==> config.mk <==
export PLATFORM = sky130hd
export DESIGN_NAME = irq_pin_ctrl
export DESIGN_NICKNAME = d
export VERILOG_FILES = /design/src/rtl/irq_pin_pkg.sv /design/src/rtl/irq_flag_bank.sv /design/src/rtl/irq_pulse_timer.sv /design/src/rtl/irq_pad_drive.sv /design/src/rtl/irq_pin_ctrl.sv
export SDC_FILE = /design/constraint.sdc
export NUM_CORES = 1
export LEC_CHECK = 0
export ABC_CLOCK_PERIOD_IN_PS = 2750
export BUFFER_PORTS_ARGS = -buffer_cell sky130_fd_sc_hd__buf_2
export CAP_MARGIN = 20
export CELL_PAD_IN_SITES_DETAIL_PLACEMENT = 1
export CELL_PAD_IN_SITES_GLOBAL_PLACEMENT = 1
export CORE_MARGIN = 3
export CORE_UTILIZATION = 40
export CTS_BUF_LIST = sky130_fd_sc_hd__clkbuf_8 sky130_fd_sc_hd__clkbuf_16
export DETAILED_ROUTE_END_ITERATION = 10
export PLACE_DENSITY_LB_ADDON = 0.1
export SYNTH_ARGS = -nofsm -noshare
export SYNTH_HDL_FRONTEND = slang
export SYNTH_SLANG_ARGS = --single-unit
export TNS_END_PERCENT = 50
==> constraint.sdc <==
create_clock -name clk_i -period 2.75 [get_ports clk_i]
set_clock_uncertainty 0.05 [all_clocks]
set_input_delay 0.1375 -clock clk_i [delete_from_list [all_inputs] [get_ports clk_i]]
set_output_delay 0.1375 -clock clk_i [all_outputs]
set_load 0.01 [all_outputs]
==> src/rtl/irq_pin_pkg.sv <==
package irq_pin_pkg;
  localparam int NUM_SRC = 3;
  localparam int SRC_WDOG  = 0;
  localparam int SRC_ALARM = 1;
  localparam int SRC_PWR   = 2;
  localparam int CTRL_W = NUM_SRC + 2;

  typedef struct packed {
    logic               pulse_mode;
    logic               active_high;
    logic [NUM_SRC-1:0] src_en;
  } irq_ctrl_t;
endpackage

==> src/rtl/irq_flag_bank.sv <==
module irq_flag_bank #(
  parameter int N = 3
) (
  input  logic         clk_i,
  input  logic         rst_ni,
  input  logic [N-1:0] evt_i,
  input  logic         clr_i,
  output logic [N-1:0] flags_o
);
  for (genvar g = 0; g < N; g++) begin : g_flag
    always_ff @(posedge clk_i or negedge rst_ni) begin
      if (!rst_ni)        flags_o[g] <= 1'b0;
      else if (evt_i[g])  flags_o[g] <= 1'b1;  // event wins over clear
      else if (clr_i)     flags_o[g] <= 1'b0;
    end
  end
endmodule

==> src/rtl/irq_pulse_timer.sv <==
module irq_pulse_timer #(
  parameter int CYCLES = 8
) (
  input  logic clk_i,
  input  logic rst_ni,
  input  logic trig_i,
  output logic active_o
);
  localparam int CW = $clog2(CYCLES + 1);
  localparam logic [CW-1:0] LOAD = CW'(CYCLES);

  logic [CW-1:0] cnt_q;

  always_ff @(posedge clk_i or negedge rst_ni) begin
    if (!rst_ni)            cnt_q <= '0;
    else if (trig_i)        cnt_q <= LOAD;
    else if (cnt_q != '0)   cnt_q <= cnt_q - 1'b1;
  end

  assign active_o = (cnt_q != '0);
endmodule

==> src/rtl/irq_pad_drive.sv <==
module irq_pad_drive (
  input  logic active_i,
  input  logic active_high_i,
  output logic pin_o,
  output logic pin_oe_o
);
  always_comb begin
    if (active_high_i) begin
      pin_o    = active_i;
      pin_oe_o = 1'b1;
    end else begin
      pin_o    = 1'b0;      // open drain: only ever pulls low
      pin_oe_o = active_i;
    end
  end
endmodule

==> src/rtl/irq_pin_ctrl.sv <==
module irq_pin_ctrl
  import irq_pin_pkg::*;
#(
  parameter int PULSE_CYCLES = 25_000_000
) (
  input  logic              clk_i,
  input  logic              rst_ni,
  input  logic              evt_wdog_i,
  input  logic              evt_alarm_i,
  input  logic              evt_pwr_i,
  input  logic              ctrl_we_i,
  input  logic [CTRL_W-1:0] ctrl_wdata_i,
  output logic [CTRL_W-1:0] ctrl_rdata_o,
  input  logic              flags_rd_i,
  output logic [NUM_SRC-1:0] flags_o,
  output logic              irq_o,
  output logic              irq_oe_o
);
  irq_ctrl_t          ctrl_q;
  logic [NUM_SRC-1:0] evt;
  logic               level_act, pulse_act, pulse_trig, pin_act;

  always_comb begin
    evt = '0;
    evt[SRC_WDOG]  = evt_wdog_i;
    evt[SRC_ALARM] = evt_alarm_i;
    evt[SRC_PWR]   = evt_pwr_i;
  end

  always_ff @(posedge clk_i or negedge rst_ni) begin
    if (!rst_ni)        ctrl_q <= '0;
    else if (ctrl_we_i) ctrl_q <= irq_ctrl_t'(ctrl_wdata_i);
  end
  assign ctrl_rdata_o = ctrl_q;

  irq_flag_bank #(.N(NUM_SRC)) u_flags (
    .clk_i   (clk_i),
    .rst_ni  (rst_ni),
    .evt_i   (evt),
    .clr_i   (flags_rd_i),
    .flags_o (flags_o)
  );

  assign pulse_trig = |(evt & ctrl_q.src_en);
  assign level_act  = |(flags_o & ctrl_q.src_en);

  irq_pulse_timer #(.CYCLES(PULSE_CYCLES)) u_pulse (
    .clk_i    (clk_i),
    .rst_ni   (rst_ni),
    .trig_i   (pulse_trig),
    .active_o (pulse_act)
  );

  assign pin_act = ctrl_q.pulse_mode ? pulse_act : level_act;

  irq_pad_drive u_pad (
    .active_i      (pin_act),
    .active_high_i (ctrl_q.active_high),
    .pin_o         (irq_o),
    .pin_oe_o      (irq_oe_o)
  );
endmodule

==> reports/results.tsv <==
stage	metric	value	unit
clock_tree	numCtsBuffers	5	
route	firstDrtPassIters	4	
grt	overflow	0	
timing	finalCritPeriodShare	91.5	%
cells_and_area	fin_nets	218	
route	avgViaCountPerCell	5.95	
power	clkPwrFrac	27.2	%
logic_synthesis	synth-edff-count	0	
power	cellLeakagePower	0.823	nW
grt	grt_pass1_vias	1606	
clock_tree	clk_latency	0.29	ns
floorplanning	rows	23	
power	intPower	0.000869	W
logic_synthesis	async_flop_share	100	%
logic_synthesis	ys_seq_area_share	46.9	%
power	power_frac_comb	27.6	%
grt	antenna_found_initial	0	
setup_path	slowest_stage	nor4_2	
logic_synthesis	muxShareOfSynthArea	4.91	%
clock_tree	cts.htree.levels	2	
timing	rsz0062_at_grt	false	
status	status	finished clean	
floorplanning	design.core.area	0.00412	mm²
floorplanning	die_w	72.3	µm
place	gp_congestion	0.743	
clock_tree	cts_resized	0	
power	power_density	658	mW/mm²
floorplanning	pin_count	22	
hold_path	min_to	ctrl_rdata_o[0]$_DFFE_PN0P_	
timing	slew_viol_final	0	
hold_path	min_path_cells	2	
setup_path	path_cells	nor4_2 -> nand4b_1 -> buf_4 -> nor2_1 -> mux2i_1 -> or2_2 -> buf_2	
hold_path	hp-class	in -> reg	
route	dr_total_vias	1517	
logic_synthesis	ys_seq_elements	33	
logic_synthesis	synth_top_area_cell	dfrtp_1	
logic_synthesis	synth.area.top_cells	dfrtp_1, nor2_1, xnor2_1	
timing	tns	0	ns
timing	max_freq	397	MHz
floorplanning	die_area	0.00523	mm²
logic_synthesis	synth_top_family_by_area	simple AND/OR/NAND/NOR gates	
route	drt_iter0_markers	96	
clock_tree	cts_root_buf	clkbuf_8	
route	postRouteWirelength	4.58	mm
setup_path	worstPathArrival	2.33	ns
setup_path	required	2.56	ns
setup_path	critPathLaunchType	register	
setup_path	reg2reg_slack	0.52	ns
timing	worstMarginPinSlew	0.770	ns
power	switching_share	35.7	%
timing	layout_setup_ws	0.233	ns
logic_synthesis	synth_xor_area_share	5.97	%
grt	grt_max_degree	34	
logic_synthesis	synth_fa_ha_area_share	1.42	%
timing	period_needed	2.52	ns
place	io_buffers	21	
place	post-dp-hpwl	3.32	mm
hold_path	min_from	ctrl_wdata_i[0]	
grt	grt_pass1_wl	7.69	mm
setup_path	r2r_end	u_pulse.cnt_q[13]$_DFFE_PN0P_	
logic_synthesis	synth_area_per_cell	10.1	µm²
timing	relSlewSlack	48.6	%
clock_tree	cts_tree	built	
logic_synthesis	yosysTopAreaCellShare	46.9	%
clock_tree	cts_buffer_depth	2	
setup_path	crit_type	reg -> out	
setup_path	reg2regPathDepth	7	
route	drc	0	
setup_path	setup.worst_path.end_class	output port	
power	peakVddDrop	0.287	mV
logic_synthesis	syn-num-nets	188	
timing	hold_violations	0	
logic_synthesis	syn-instance-count	174	
route	avgRoutedWirePerCell	17.9	µm
cells_and_area	n_antenna_cell	0	
setup_path	critPathMaxStageDelay	0.49	ns
power	switching_power	0.000483	W
logic_synthesis	yosysWarnings	0	
run	drv_cap	0	
logic_synthesis	synth_simple_gate_area_share	26.5	%
clock_tree	clk_pin_slew	0.07	ns
clock_tree	cts_sinks	33	
grt	track_usage	19.1	%
logic_synthesis	syn_area	0.00176	mm²
logic_synthesis	synth_compound_area_share	12.2	%
logic_synthesis	synth-main-ff-cell	dfrtp_1	
place	place_ws	0.412	ns
cells_and_area	syn_to_final_growth	16.7	%
setup_path	cp.buffers_inverters	2	
logic_synthesis	synth_cell_type_count	44	
cells_and_area	layout-drive-gt1-share	22.9	%
timing	final-setup-viol-count	0	
setup_path	crit_fanout	7	
floorplanning	start_util	42.7	%
setup_path	r2r-start	u_pulse.cnt_q[14]$_DFFE_PN0P_	
floorplanning	die_h	72.3	µm
route	ant_nets	0	
power	seqPwrFrac	45.2	%
setup_path	crit_family	simple AND/OR/NAND/NOR gates	
==> state kept, by name, summed over array words and instances (netlist names) <==
name	cells
u_flags.flags_o	3
u_pulse.cnt_q	25
ctrl_rdata_o	5
==> routing by layer <==
metal | GRT usage (%) | part of all wire, %
met5 | 0 | 0
met4 | 7.10 | 1.2
met3 | 3.74 | 2.1
met2 | 33.2 | 53
met1 | 23.2 | 44
==> cells in the mapped netlist, drive strengths merged (2+ instances only) <==
library cell / instances
a211oi: 5
a21o: 3
a21oi: 5
a311oi: 2
a31oi: 2
and2: 3
and3: 2
clkbuf: 4
dfrtp: 33
ha: 2
inv: 4
mux2: 5
mux2i: 3
nand2: 13
nand3: 6
nand3b: 2
nand4: 4
nand4b: 2
nor2: 24
nor3: 6
nor4: 6
o211ai: 2
o31ai: 3
or2: 2
or3: 3
or4: 5
xnor2: 8
xor2: 4
==> worst max path at each step <==
stage                                   from                            end  slack [ns]  depth (start not counted)
2_1_floorplan  u_pulse.cnt_q[11]$_DFFE_PN0P_  u_pulse.cnt_q[23]$_DFFE_PN0P_        0.71                          5
3_3_place_gp   u_pulse.cnt_q[14]$_DFFE_PN0P_                       irq_oe_o        0.52                          6
3_5_place_dp   u_pulse.cnt_q[14]$_DFFE_PN0P_                       irq_oe_o        0.41                          6
4_1_cts        u_pulse.cnt_q[14]$_DFFE_PN0P_                       irq_oe_o        0.09                          6
5_1_grt        u_pulse.cnt_q[14]$_DFFE_PN0P_                       irq_oe_o        0.08                          7
6_report       u_pulse.cnt_q[14]$_DFFE_PN0P_                       irq_oe_o        0.23                          7
==> layout make-up <==
class | instances | area, µm²
repair buffers | 28 | 168
flip-flops and latches | 33 | 826
well taps | 50 | 62.6
fillers | 480 | 2060
multi-input cells | 132 | 896
clock inverters | 3 | 17.5
inverters | 4 | 15.0
clock buffers | 5 | 68.8
==> per-stage QoR <==
step | hold WS (ns) | utilization (%) | std cells | area [µm²] | power (W)
global route | 0.0209 | 49.9 | 255 | 2050 | 0.00143
CTS | 0.0209 | 49.5 | 253 | 2040 | 0.00136
finish | 0.0232 | 49.9 | 255 | 2050 | 0.00135
detailed placement | 0.210 | 46.5 | 241 | 1910 | 0.000986
global placement | 0.187 | 46.5 | 241 | 1910 | 0.000971
floorplan | -0.208 | - | 174 | 1760 | 0.000875
==> cell families after synthesis <==
logic type	count (synthesis)
and+or+nand+nor	82
adders and majority gates	2
xor gates and xnor gates	12
DFF	33
buffers and inverters	9
muxes	8
AOI/OAI and AO/OA	28
==> power groups by stage <==
stage	Clock [W]	Sequential, W	Combinational [W]
floorplan	0	0.000603	0.000271
global placement	0	0.000609	0.000362
detailed placement	0	0.000618	0.000368
CTS	0.000376	0.000609	0.000376
global route	0.000398	0.000617	0.000419
finish	0.000368	0.000610	0.000373
==> timing repair <==
action	CTS	global route
endpoints found under the hold margin	36	0
setup buffers	0	2
setup endpoints to repair	0	2
hold buffers	4	0
==> cells in the final DEF, fill, tap and decap left out, types with 3 or more instances in the layout <==
cell type and count:
nor2_1 24, or4_1 4, xnor2_1 8, mux2_2 5
nand2_1 13, and2_1 3, xor2_1 4, inv_1 4
a211oi_1 5, a21o_1 3, buf_2 21, clkbuf_8 5
dfrtp_1 33, dlygate4sd3_1 4, buf_4 3, nand4_1 4
o31ai_1 3, nand3_1 6, a21oi_1 5, nor4_1 5
nor3_1 5, mux2i_1 3
Power figures use the tool's default switching activity.
